**src/rtl/spi_burst_pkg.sv**
```systemverilog
package spi_burst_pkg;

  // register word indexes
  localparam logic [2:0] REG_CMD  = 3'd0;
  localparam logic [2:0] REG_STAT = 3'd1;
  localparam logic [2:0] REG_XFER = 3'd2;
  localparam logic [2:0] REG_TXD  = 3'd3;
  localparam logic [2:0] REG_RXD  = 3'd4;

  // status bit positions
  localparam int ST_BUSY  = 0;
  localparam int ST_RDY   = 1;
  localparam int ST_RXUNF = 2;
  localparam int ST_TXOVF = 3;

  // strobes from control to datapath
  typedef struct packed {
    logic loadWord;
    logic sampleBit;
    logic shiftBit;
    logic storeWord;
    logic finish;
  } spiStrobe_t;

endpackage

```
**src/rtl/spi_burst_fifo.sv**
```systemverilog
module spi_burst_fifo #(
  parameter int WIDTH = 32,
  parameter int DEPTH = 4
) (
  input  logic             clk,
  input  logic             rstN,
  input  logic             push,
  input  logic             pop,
  input  logic [WIDTH-1:0] wData,
  output logic [WIDTH-1:0] rData,
  output logic             full,
  output logic             empty
);
  localparam int PW = (DEPTH > 1) ? $clog2(DEPTH) : 1;
  localparam int CW = $clog2(DEPTH + 1);

  logic [WIDTH-1:0] mem [DEPTH];
  logic [PW-1:0]    wrPtr, rdPtr;
  logic [CW-1:0]    level;

  logic doPush, doPop;
  assign full   = (level == CW'(DEPTH));
  assign empty  = (level == '0);
  assign doPush = push && !full;
  assign doPop  = pop && !empty;
  assign rData  = mem[rdPtr];

  always_ff @(posedge clk) begin
    if (doPush) mem[wrPtr] <= wData;
  end

  always_ff @(posedge clk or negedge rstN) begin
    if (!rstN) begin
      wrPtr <= '0;
      rdPtr <= '0;
      level <= '0;
    end else begin
      if (doPush) wrPtr <= (wrPtr == PW'(DEPTH - 1)) ? '0 : wrPtr + 1'b1;
      if (doPop)  rdPtr <= (rdPtr == PW'(DEPTH - 1)) ? '0 : rdPtr + 1'b1;
      case ({doPush, doPop})
        2'b10:   level <= level + 1'b1;
        2'b01:   level <= level - 1'b1;
        default: level <= level;
      endcase
    end
  end
endmodule

```
**src/rtl/spi_burst_ctrl.sv**
```systemverilog
module spi_burst_ctrl
  import spi_burst_pkg::*;
#(
  parameter int DIV_HALF = 2,
  parameter int LEN_W    = 5,
  parameter int BURST_W  = 2
) (
  input  logic               clk,
  input  logic               rstN,
  input  logic               startReq,
  input  logic [BURST_W-1:0] lastWordIdx,
  input  logic [LEN_W-1:0]   wordLen,
  output spiStrobe_t         strobe,
  output logic               shifting,
  output logic               halfIdx
);
  localparam int DIV_W = (DIV_HALF > 1) ? $clog2(DIV_HALF) : 1;

  typedef enum logic [1:0] {S_IDLE, S_LOAD, S_SHIFT, S_DONE} ctrlState_t;

  ctrlState_t         state;
  logic [DIV_W-1:0]   divCnt;
  logic [LEN_W-1:0]   bitCnt;
  logic [BURST_W-1:0] wordsLeft;
  logic               halfEnd;

  assign halfEnd  = (divCnt == DIV_W'(DIV_HALF - 1));
  assign shifting = (state == S_SHIFT);

  always_comb begin
    strobe           = '0;
    strobe.loadWord  = (state == S_LOAD);
    strobe.sampleBit = shifting && halfEnd && !halfIdx;
    strobe.shiftBit  = shifting && halfEnd && halfIdx && (bitCnt != '0);
    strobe.storeWord = shifting && halfEnd && halfIdx && (bitCnt == '0);
    strobe.finish    = (state == S_DONE);
  end

  always_ff @(posedge clk or negedge rstN) begin
    if (!rstN) begin
      state     <= S_IDLE;
      divCnt    <= '0;
      bitCnt    <= '0;
      wordsLeft <= '0;
      halfIdx   <= 1'b0;
    end else begin
      case (state)
        S_IDLE: if (startReq) begin
          wordsLeft <= lastWordIdx;
          state     <= S_LOAD;
        end
        S_LOAD: begin
          bitCnt  <= wordLen;
          divCnt  <= '0;
          halfIdx <= 1'b0;
          state   <= S_SHIFT;
        end
        S_SHIFT: begin
          if (!halfEnd) begin
            divCnt <= divCnt + 1'b1;
          end else begin
            divCnt <= '0;
            if (!halfIdx) begin
              halfIdx <= 1'b1;
            end else if (bitCnt == '0) begin
              if (wordsLeft == '0) begin
                state <= S_DONE;
              end else begin
                wordsLeft <= wordsLeft - 1'b1;
                state     <= S_LOAD;
              end
            end else begin
              bitCnt  <= bitCnt - 1'b1;
              halfIdx <= 1'b0;
            end
          end
        end
        default: state <= S_IDLE;
      endcase
    end
  end
endmodule

```
**src/rtl/spi_burst_dp.sv**
```systemverilog
module spi_burst_dp
  import spi_burst_pkg::*;
#(
  parameter int DATA_W     = 32,
  parameter int FIFO_DEPTH = 4,
  parameter int CS_N       = 4,
  parameter int CNT_W      = 16,
  parameter int LEN_W      = 5,
  parameter int BURST_W    = 2
) (
  input  logic               clk,
  input  logic               rstN,
  input  logic [2:0]         regAddr,
  input  logic [DATA_W-1:0]  regWData,
  input  logic               regWr,
  input  logic               regRd,
  output logic [DATA_W-1:0]  regRData,
  input  spiStrobe_t         strobe,
  input  logic               shifting,
  input  logic               halfIdx,
  input  logic               miso,
  output logic               sclk,
  output logic               mosi,
  output logic [CS_N-1:0]    csN,
  output logic               irq,
  output logic               startReq,
  output logic [BURST_W-1:0] lastWordIdx,
  output logic [LEN_W-1:0]   wordLen,
  output logic               busy,
  output logic               ready,
  output logic               cpol,
  output logic               txEn,
  output logic               goBit
);
  // command field positions
  localparam int B_CPHA  = LEN_W;
  localparam int B_CPOL  = LEN_W + 1;
  localparam int B_TXEN  = LEN_W + 2;
  localparam int B_RXEN  = LEN_W + 3;
  localparam int B_CSEN  = LEN_W + 4;
  localparam int B_CSVAL = B_CSEN + CS_N;
  localparam int B_CSINV = B_CSVAL + 1;
  // transfer-control field positions
  localparam int B_TXIE  = CNT_W;
  localparam int B_RXIE  = CNT_W + 1;
  localparam int B_GO    = DATA_W - 1;

  logic            cpha, rxEn, csVal, csInv;
  logic [CS_N-1:0] csEn;
  logic [CNT_W-1:0] blkCnt;
  logic            txIe, rxIe;
  logic            rxUnf, txOvf;
  logic [DATA_W-1:0] txShift, rxShift;

  logic cmdWr, xferWr, statWr, txdWr, rxdRd;
  assign cmdWr  = regWr && (regAddr == REG_CMD)  && !busy;
  assign xferWr = regWr && (regAddr == REG_XFER) && !busy;
  assign statWr = regWr && (regAddr == REG_STAT);
  assign txdWr  = regWr && (regAddr == REG_TXD);
  assign rxdRd  = regRd && (regAddr == REG_RXD);

  // queues
  logic [DATA_W-1:0] txHead, rxHead;
  logic txFull, txEmpty, rxFull, rxEmpty;
  logic txPop, rxPush;
  assign txPop  = strobe.loadWord && txEn && !txEmpty;
  assign rxPush = strobe.storeWord && rxEn;

  spi_burst_fifo #(.WIDTH(DATA_W), .DEPTH(FIFO_DEPTH)) u_txq (
    .clk(clk), .rstN(rstN), .push(txdWr), .pop(txPop), .wData(regWData),
    .rData(txHead), .full(txFull), .empty(txEmpty));

  spi_burst_fifo #(.WIDTH(DATA_W), .DEPTH(FIFO_DEPTH)) u_rxq (
    .clk(clk), .rstN(rstN), .push(rxPush), .pop(rxdRd), .wData(rxShift),
    .rData(rxHead), .full(rxFull), .empty(rxEmpty));

  // burst length clamped to the queue depth
  assign lastWordIdx = (blkCnt >= CNT_W'(FIFO_DEPTH - 1)) ? BURST_W'(FIFO_DEPTH - 1)
                                                          : blkCnt[BURST_W-1:0];

  // configuration and status registers
  always_ff @(posedge clk or negedge rstN) begin
    if (!rstN) begin
      wordLen  <= '0;
      cpha     <= 1'b0;
      cpol     <= 1'b0;
      txEn     <= 1'b0;
      rxEn     <= 1'b0;
      csEn     <= '0;
      csVal    <= 1'b0;
      csInv    <= 1'b0;
      blkCnt   <= '0;
      txIe     <= 1'b0;
      rxIe     <= 1'b0;
      goBit    <= 1'b0;
      busy     <= 1'b0;
      ready    <= 1'b0;
      rxUnf    <= 1'b0;
      txOvf    <= 1'b0;
      startReq <= 1'b0;
    end else begin
      startReq <= 1'b0;
      if (cmdWr) begin
        wordLen <= regWData[LEN_W-1:0];
        cpha    <= regWData[B_CPHA];
        cpol    <= regWData[B_CPOL];
        txEn    <= regWData[B_TXEN];
        rxEn    <= regWData[B_RXEN];
        csEn    <= regWData[B_CSEN +: CS_N];
        csVal   <= regWData[B_CSVAL];
        csInv   <= regWData[B_CSINV];
      end
      if (xferWr) begin
        blkCnt <= regWData[CNT_W-1:0];
        txIe   <= regWData[B_TXIE];
        rxIe   <= regWData[B_RXIE];
        if (regWData[B_GO]) begin
          goBit    <= 1'b1;
          busy     <= 1'b1;
          startReq <= 1'b1;
        end
      end
      if (statWr) begin
        if (regWData[ST_RDY])   ready <= 1'b0;
        if (regWData[ST_RXUNF]) rxUnf <= 1'b0;
        if (regWData[ST_TXOVF]) txOvf <= 1'b0;
      end
      if (txdWr && txFull)  txOvf <= 1'b1;
      if (rxdRd && rxEmpty) rxUnf <= 1'b1;
      if (strobe.finish) begin
        busy  <= 1'b0;
        goBit <= 1'b0;
        ready <= 1'b1;
      end
    end
  end

  // shift registers
  always_ff @(posedge clk or negedge rstN) begin
    if (!rstN) begin
      txShift <= '0;
      rxShift <= '0;
    end else begin
      if (strobe.loadWord) begin
        txShift <= txPop ? txHead : '0;
        rxShift <= '0;
      end else begin
        if (strobe.shiftBit)  txShift <= txShift << 1;
        if (strobe.sampleBit) rxShift <= {rxShift[DATA_W-2:0], miso};
      end
    end
  end

  assign mosi = txShift[wordLen];
  assign sclk = shifting ? ((halfIdx ^ cpha) ? ~cpol : cpol) : cpol;
  assign irq  = ready && ((txIe && txEn) || (rxIe && rxEn));

  for (genvar g = 0; g < CS_N; g++) begin : g_cs
    assign csN[g] = (csEn[g] ? csVal : 1'b1) ^ csInv;
  end

  // register read views
  logic [DATA_W-1:0] cmdView, statView, xferView;
  always_comb begin
    cmdView                  = '0;
    cmdView[LEN_W-1:0]       = wordLen;
    cmdView[B_CPHA]          = cpha;
    cmdView[B_CPOL]          = cpol;
    cmdView[B_TXEN]          = txEn;
    cmdView[B_RXEN]          = rxEn;
    cmdView[B_CSEN +: CS_N]  = csEn;
    cmdView[B_CSVAL]         = csVal;
    cmdView[B_CSINV]         = csInv;
    statView = {{(DATA_W-8){1'b0}}, txFull, txEmpty, rxFull, rxEmpty,
                txOvf, rxUnf, ready, busy};
    xferView                 = '0;
    xferView[CNT_W-1:0]      = blkCnt;
    xferView[B_TXIE]         = txIe;
    xferView[B_RXIE]         = rxIe;
    xferView[B_GO]           = goBit;
  end

  always_ff @(posedge clk or negedge rstN) begin
    if (!rstN) begin
      regRData <= '0;
    end else if (regRd) begin
      case (regAddr)
        REG_CMD:  regRData <= cmdView;
        REG_STAT: regRData <= statView;
        REG_XFER: regRData <= xferView;
        REG_RXD:  regRData <= rxEmpty ? '0 : rxHead;
        default:  regRData <= '0;
      endcase
    end
  end
endmodule

```
**src/rtl/spi_burst_master.sv**
```systemverilog
module spi_burst_master
  import spi_burst_pkg::*;
#(
  parameter int DATA_W     = 32,
  parameter int FIFO_DEPTH = 4,
  parameter int CS_N       = 4,
  parameter int CNT_W      = 16,
  parameter int DIV_HALF   = 2
) (
  input  logic              clk,
  input  logic              rstN,
  input  logic [2:0]        regAddr,
  input  logic [DATA_W-1:0] regWData,
  input  logic              regWr,
  input  logic              regRd,
  output logic [DATA_W-1:0] regRData,
  output logic              sclk,
  output logic              mosi,
  input  logic              miso,
  output logic [CS_N-1:0]   csN,
  output logic              irq
);
  localparam int LEN_W   = $clog2(DATA_W);
  localparam int BURST_W = (FIFO_DEPTH > 1) ? $clog2(FIFO_DEPTH) : 1;

  spiStrobe_t         strobeW;
  logic               shiftingW, halfIdxW, startReqW;
  logic [BURST_W-1:0] lastWordIdxW;
  logic [LEN_W-1:0]   wordLenW;
  logic               busyW, readyW, cpolW, txEnW, goW;

  spi_burst_ctrl #(.DIV_HALF(DIV_HALF), .LEN_W(LEN_W), .BURST_W(BURST_W)) u_ctrl (
    .clk(clk), .rstN(rstN), .startReq(startReqW), .lastWordIdx(lastWordIdxW),
    .wordLen(wordLenW), .strobe(strobeW), .shifting(shiftingW), .halfIdx(halfIdxW));

  spi_burst_dp #(.DATA_W(DATA_W), .FIFO_DEPTH(FIFO_DEPTH), .CS_N(CS_N), .CNT_W(CNT_W),
                 .LEN_W(LEN_W), .BURST_W(BURST_W)) u_dp (
    .clk(clk), .rstN(rstN), .regAddr(regAddr), .regWData(regWData), .regWr(regWr),
    .regRd(regRd), .regRData(regRData), .strobe(strobeW), .shifting(shiftingW),
    .halfIdx(halfIdxW), .miso(miso), .sclk(sclk), .mosi(mosi), .csN(csN), .irq(irq),
    .startReq(startReqW), .lastWordIdx(lastWordIdxW), .wordLen(wordLenW),
    .busy(busyW), .ready(readyW), .cpol(cpolW), .txEn(txEnW), .goBit(goW));
endmodule

```
**config.mk**
```make
export PLATFORM = sky130hd
export DESIGN_NAME = spi_burst_master
export DESIGN_NICKNAME = d
export VERILOG_FILES = /design/src/rtl/spi_burst_pkg.sv /design/src/rtl/spi_burst_fifo.sv /design/src/rtl/spi_burst_ctrl.sv /design/src/rtl/spi_burst_dp.sv /design/src/rtl/spi_burst_master.sv
export SDC_FILE = /design/constraint.sdc
export NUM_CORES = 1
export LEC_CHECK = 0
export BUFFER_PORTS_ARGS = -buffer_cell sky130_fd_sc_hd__buf_2
export CAP_MARGIN = 25
export CELL_PAD_IN_SITES_DETAIL_PLACEMENT = 1
export CELL_PAD_IN_SITES_GLOBAL_PLACEMENT = 1
export CORE_ASPECT_RATIO = 0.75
export CORE_MARGIN = 2
export CORE_UTILIZATION = 52
export DETAILED_ROUTE_END_ITERATION = 8
export GPL_TIMING_DRIVEN = 0
export PLACE_DENSITY = 0.9
export SLEW_MARGIN = 20
export SYNTH_ARGS = -nofsm -noshare
export SYNTH_HDL_FRONTEND = slang
export SYNTH_HIERARCHICAL = 1
export SYNTH_SLANG_ARGS = --single-unit
```
**constraint.sdc**
```tcl
create_clock -name clk -period 3.1 [get_ports clk]
set_input_delay 0 -clock clk [delete_from_list [all_inputs] [get_ports clk]]
set_output_delay 0 -clock clk [all_outputs]
set_load 0.05 [all_outputs]
```
==> metrics.yaml, run 1 <==
placed_design:
  dp_slack_ns: -0.2623
  dp_hpwl_um: 32330
  io_buffers: 75
  place_congestion: 0.8176
timing:
  setup_tns_ns: 0
  period_share: 0.9662
  post-route-min-period_ns: 2.995
  hold_ws_ns: 0.04352
  fin_worst_skew_ns: 0.02095
  layout_setup_ws_ns: 0.1049
  setup_viol: 0
  max_freq_mhz: 333.9
  drv_slew: 0
  hold_viol: 0
  worst_pin_slew_ns: 0.9776
  slew_headroom: 0.3439
synthesis:
  avgSynthCellArea_um2: 15.28
  ys_warn_count: 6
  syn_area_mm2: 0.01757
  syn_inst: 1150
  syn_nets: 1210
clock_tree:
  cts_buffers: 41
  cts_tree: "done"
  clkLatencyLatePin_ns: 0.55
  clk_path_buf_depth: 3
  cts_root_buf: "clkbuf_16"
  cts.sinks: 415
  clkSlewWorstSetupHoldPaths_ns: 0.07
  h-tree-depth: 2
layout:
  area_delta_synth_final_pct: 16.65
  drive_gt1_frac: 0.2474
  fin_nets: 1373
  final_core_util: 0.6141
die:
  chipWidth_um: 216.3
  rows: 58
  io_pins: 79
  start_util: 0.5264
  die_area_mm2: 0.03529
  die_h_um: 163.2
  design.core.area_mm2: 0.03338
grt:
  antenna_found_initial: 1
  grt_pass1_wl_um: 84240
  grt_usage: 0.3259
  grt_overflow: 0
  grt_max_degree: 85
  grt_pass1_vias: 12570
power:
  swShare: 0.3651
  switching_power_uw: 6854
  internal_power_uw: 11920
  p_leak_uw: 0.008118
  p_clk_frac: 0.276
  p_comb_frac: 0.334
  irDropWorstVdd_uv: 484.8
  power_uw: 18770
  p_seq_frac: 0.390
  pwr_density_cell_mw_per_mm2: 915.7
flow_run:
  cap_violations: 0
worst_setup_path:
  critPathArrivalTime_ns: 3.44
  startpoint_type: "flip-flop"
  cp_num_cells: 14
  r2r_cells: 14
  cp_num_buf_inv: 4
  critical-path-max-stage-delay_ns: 0.48
  crit_fanout: 10
  startpoint: "u_ctrl/bitCnt[0]$_DFFE_PN0P_"
  crit_chain: "inv_1, ha_2, or4b_4, buf_6, nor2_4, and2_4, and2_4, inv_1, ha_2, inv_2, fa_2, xor2_1, nor2_1, xor2_1"
  worstSetupEndpointType: "flip-flop"
  critPathSlowestCell: "or4b_4"
  crit-reg2reg-launch: "u_ctrl/bitCnt[0]$_DFFE_PN0P_"
  setup.reg_to_reg.worst_slack_ns: 0.10
  critPathKind: "reg -> reg"
  rr_endpoint: "u_dp/u_rxq/level[2]$_DFFE_PN0P_"
  crit_family: "simple AND/OR/NAND/NOR gates"
  endpoint: "u_dp/u_rxq/level[2]$_DFFE_PN0P_"
  cp_data_required_time_ns: 3.54
route:
  drt-total-wl_um: 56130
  drtIter0Drc: 1559
  drc: 0
  drt_first_pass_iters: 5
  viasPerCell: 6.574
  wl_per_cell_um: 31.23
  antenna_left: 0
  vias: 11810
run_status:
  status: "finished, final reports clean"
worst_hold_path:
  holdCritPathClass: "in -> reg"
  whs_path_depth: 4
-- worst min-delay path: cells and delay by family --
| family | cells | cell delay [ns] |
|---|---|---|
| buffers and inverters | 1 | 0.17 |
| AO/OA/AOI/OAI | 2 | 0.28 |
| AND/OR/NAND/NOR | 1 | 0.08 |
-- routing by layer --
metal	up-vias	wire length, um	part of all wire	track usage
li1	4548	-	-	-
met1	6099	21250	0.38	0.4407
met2	920	26220	0.47	0.5154
met3	246	5314	0.095	0.05940
met4	0	3346	0.060	0.1625
met5	-	0	0	0
-- final cells by class --
class	count	area, um^2
antenna	1	2.502
buffer	65	440.4
clock buffer	59	1207
clock inverter	17	158.9
fill	3099	12880
inverter	88	330.3
multi-input combinational	582	5224
sequential	415	11670
tap	450	563.0
timing repair buffer	120	905.9
-- stage by stage --
| stage | cells | cell area (um^2) |
|---|---|---|
| after floorplan | 1150 | 17570 |
| after detailed placement | 1680 | 18660 |
| after global placement | 1675 | 18510 |
| after CTS | 1793 | 20410 |
| after global routing | 1797 | 20500 |
| final | 1797 | 20500 |
-- power groups by stage --
stage               Clock, uW  Sequential [uW]  Combinational [uW]
floorplan                   0             7200                3890
global placement            0             7200                5130
detailed placement          0             7300                5580
CTS                      5120             7250                5920
global route             5400             7360                6520
finish                   5170             7330                6270
-- layout by cell type (no fill, tap or decap), types with 4 or more instances in the layout --
master	n
edfxtp_1	256
dfrtp_1	159
nor2_1	116
buf_2	92
inv_1	87
a21oi_1	74
mux4_2	60
mux2i_1	59
clkbuf_16	44
dlygate4sd3_1	37
nand2_1	31
clkbuf_1	28
mux2_2	27
o22ai_1	22
mux2_4	21
o21ai_0	16
ha_1	14
buf_4	13
nor2b_1	13
a22oi_1	12
a2bb2oi_1	8
clkinv_1	7
buf_6	7
xnor2_1	7
xor2_1	6
clkbuf_8	5
clkinv_2	5
or2_2	5
nor3_1	5
o21ai_1	5
buf_12	5
buf_16	4
clkbuf_2	4
o211ai_1	4
a32oi_1	4
and2_2	4
mux4_1	4
-- how the worst min path moves through the flow --
stage,start,to,slack [ns]
after floorplan,rstN,u_ctrl/bitCnt[0]$_DFFE_PN0P_,-0.30
after global placement,regWData[25],u_dp/u_txq/mem[3][25]$_DFFE_PP_,0.21
after detailed placement,rstN,u_dp/rxShift[13]$_DFFE_PN0P_,0.06
after CTS,regAddr[0],u_dp/regRData[12]$_DFFE_PN0P_,0.03
after global routing,regAddr[0],u_dp/regRData[12]$_DFFE_PN0P_,0.07
final,regAddr[0],u_dp/regRData[12]$_DFFE_PN0P_,0.04
-- repair_timing --
| item | CTS | global route |
|---|---|---|
| endpoints found under the hold margin | 254 | 0 |
| buffers inserted | 0 | 2 |
| resized for setup | 10 | 19 |
| setup endpoints to repair | 192 | 159 |
| hold buffers | 37 | 0 |
-- registers in the layout, indices dropped and copies added (netlist names), 2 cells and up --
| name | cells |
|---|---|
| u_dp/txShift | 32 |
| u_dp/u_rxq/level | 3 |
| u_dp/u_txq/mem | 128 |
| u_ctrl/state | 2 |
| u_dp/u_rxq/mem | 128 |
| u_ctrl/bitCnt | 5 |
| u_dp/u_txq/wrPtr | 2 |
| u_dp/rxShift | 32 |
| u_dp/u_rxq/rdPtr | 2 |
| u_dp/blkCnt | 16 |
| u_ctrl/wordsLeft | 2 |
| u_dp/u_txq/rdPtr | 2 |
| u_dp/wordLen | 5 |
| u_dp/regRData | 32 |
| u_dp/u_txq/level | 3 |
| u_dp/u_rxq/wrPtr | 2 |
| u_dp/csEn | 4 |
Power figures use the tool's default switching activity.
==> inputs of run 2 (changes only) <==
- MAX_ROUTING_LAYER: not set -> met4
==> run 2 against run 1 <==
- combinational power hardly changed
- total power rose by 0.12%
- final area barely moved
- clock power about the same
- cell count did not move
- count of clock-buffer cells in the layout unchanged
- first-iteration DRC count fell by 0.45%
- critical path depth decreased by 7
- register-to-register slack worse by 0.05 ns
- setup slack worse by 0.054 ns
- sequential power about the same
- critical path type unchanged
- highest routed layer unchanged
==> metrics.yaml, run 2 (synthesized netlist as in run 1, its figures left out) <==
grt:
  grt_pass1_vias: 12620
  grt_max_degree: 85
  grt_overflow: 0
  grt_usage: 0.3356
  grt_pass1_wl_um: 84310
  antenna_found_initial: 2
layout:
  multiInputGateArea_mm2: 0.005216
  area_delta_synth_final_pct: 16.58
  final-seq-area_mm2: 0.01167
  fin_nets: 1372
  n_fill_cell: 3105
  largest_registers: "u_dp/u_rxq/mem (128), u_dp/u_txq/mem (128)"
  stdcell_count: 1797
  final_cell_mix: "edfxtp_1 (256), dfrtp_1 (159), nor2_1 (116)"
  drive_gt1_frac: 0.2483
  final_common_cell: "edfxtp_1"
timing:
  rsz0062_at_grt: "yes"
  setup_viol: 0
  post-route-min-period_ns: 3.049
  setup_tns_ns: 0
  hold_viol: 0
  max_freq_mhz: 328.0
  slew_headroom: 0.2783
  period_share: 0.9835
  drv_slew: 0
  fin_worst_skew_ns: 0.02685
  worst_pin_slew_ns: 1.083
  hold_ws_ns: 0.03963
clock_tree:
  cts.sinks: 415
  h-tree-depth: 2
  clk_path_buf_depth: 3
  cts_buffers: 41
  cts_root_buf: "clkbuf_16"
  cts_tree: "done"
  clkLatencyLatePin_ns: 0.56
  clkSlewWorstSetupHoldPaths_ns: 0.07
worst_setup_path:
  cp_data_required_time_ns: 3.26
  crit_chain: "inv_2, ha_2, or4b_4, buf_6, nor2_2, and2_4, and3_2"
  cp_num_cells: 7
  worstSetupEndpointType: "flip-flop"
  critPathKind: "reg -> reg"
  crit_family: "simple AND/OR/NAND/NOR gates"
  critPathSlowestCell: "and3_2"
  critPathArrivalTime_ns: 3.20
  crit_fanout: 32
  cp_num_buf_inv: 2
  critical-path-max-stage-delay_ns: 0.89
  startpoint_type: "flip-flop"
  r2r_cells: 7
route:
  drt_first_pass_iters: 5
  vias: 11840
  drtIter0Drc: 1552
  drt-total-wl_um: 56270
  drc: 0
  wl_per_cell_um: 31.31
  antenna_left: 0
  viasPerCell: 6.589
flow_run:
  cap_violations: 0
placed_design:
  dp_hpwl_um: 32330
  place_inst: 1680
  place_congestion: 0.8310
  io_buffers: 75
power:
  power_uw: 18790
  pwr_density_cell_mw_per_mm2: 917.4
  p_leak_uw: 0.008115
  irDropWorstVdd_uv: 484.9
die:
  design.core.area_mm2: 0.03338
  io_pins: 79
  die_h_um: 163.2
  rows: 58
  die_area_mm2: 0.03529
  chipWidth_um: 216.3
  start_util: 0.5264
run_status:
  status: "finished, final reports clean"
worst_hold_path:
  whs_path_depth: 4
  holdCritPathClass: "in -> reg"
## run 2: final cells by class
cell class / instances / area share
sequential: 415 / 0.5695
multi-input combinational: 582 / 0.2546
clock buffer: 59 / 0.05894
timing repair buffer: 119 / 0.04398
tap: 450 / 0.02749
buffer: 65 / 0.02132
inverter: 88 / 0.01613
clock inverter: 17 / 0.007757
antenna: 2 / 0.0002443
## run 2: path summary, 6_finish.rpt
kind                                                     from                         endpoint  slack (ns)
worst min register to register  u_dp/regRData[30]$_DFFE_PN0P_    u_dp/regRData[30]$_DFFE_PN0P_        0.53
worst min-delay path                               regAddr[0]    u_dp/regRData[12]$_DFFE_PN0P_        0.04
max in group asynchronous                                rstN     u_dp/txShift[27]$_DFFE_PN0P_        2.15
worst max register to register   u_ctrl/bitCnt[0]$_DFFE_PN0P_  u_dp/u_rxq/mem[2][12]$_DFFE_PP_        0.05
min in group asynchronous                                rstN     u_dp/rxShift[17]$_DFFE_PN0P_        0.05
worst max-delay path             u_ctrl/bitCnt[0]$_DFFE_PN0P_  u_dp/u_rxq/mem[2][12]$_DFFE_PP_        0.05
## run 2: report_power, final
| group | switching [uW] | internal, uW | leakage (uW) | total (uW) |
|---|---|---|---|---|
| combinational | 3860 | 2410 | 0.00294 | 6280 |
| sequential | 804 | 6530 | 0.00450 | 7340 |
| clock | 2210 | 2970 | 0.000672 | 5180 |
## run 2: worst reg2reg max path: stages, from the launching register on
cell and delay [ns]:
dfrtp_1 0.43, inv_2 0.09, ha_2 0.20, or4b_4 0.48
buf_6 0.18, nor2_2 0.15, and2_4 0.19, and3_2 0.89
## run 2: routing by layer
metal,part of all wire,up-vias,GRT usage
met2,0.47,974,0.5186
met1,0.38,6074,0.4383
met5,0,-,-
li1,-,4556,-
met4,0.054,0,0.1594
met3,0.10,236,0.05885
## run 2: per-stage QoR
step | area (um^2) | util | worst slack, ns
after global routing | 20480 | 0.6136 | -0.005220
after floorplan | 17570 | - | 0.4731
final | 20480 | 0.6136 | 0.05110
after global placement | 18510 | 0.5545 | -0.5223
after CTS | 20410 | 0.6115 | 0.04045
after detailed placement | 18660 | 0.5588 | -0.2623
## run 2: timing repair
action,4_1_cts,5_1_grt
hold endpoints to repair,254,0
endpoints found under the setup margin,192,159
buffers inserted,0,2
hold buffers,37,0
gates resized for setup,10,16
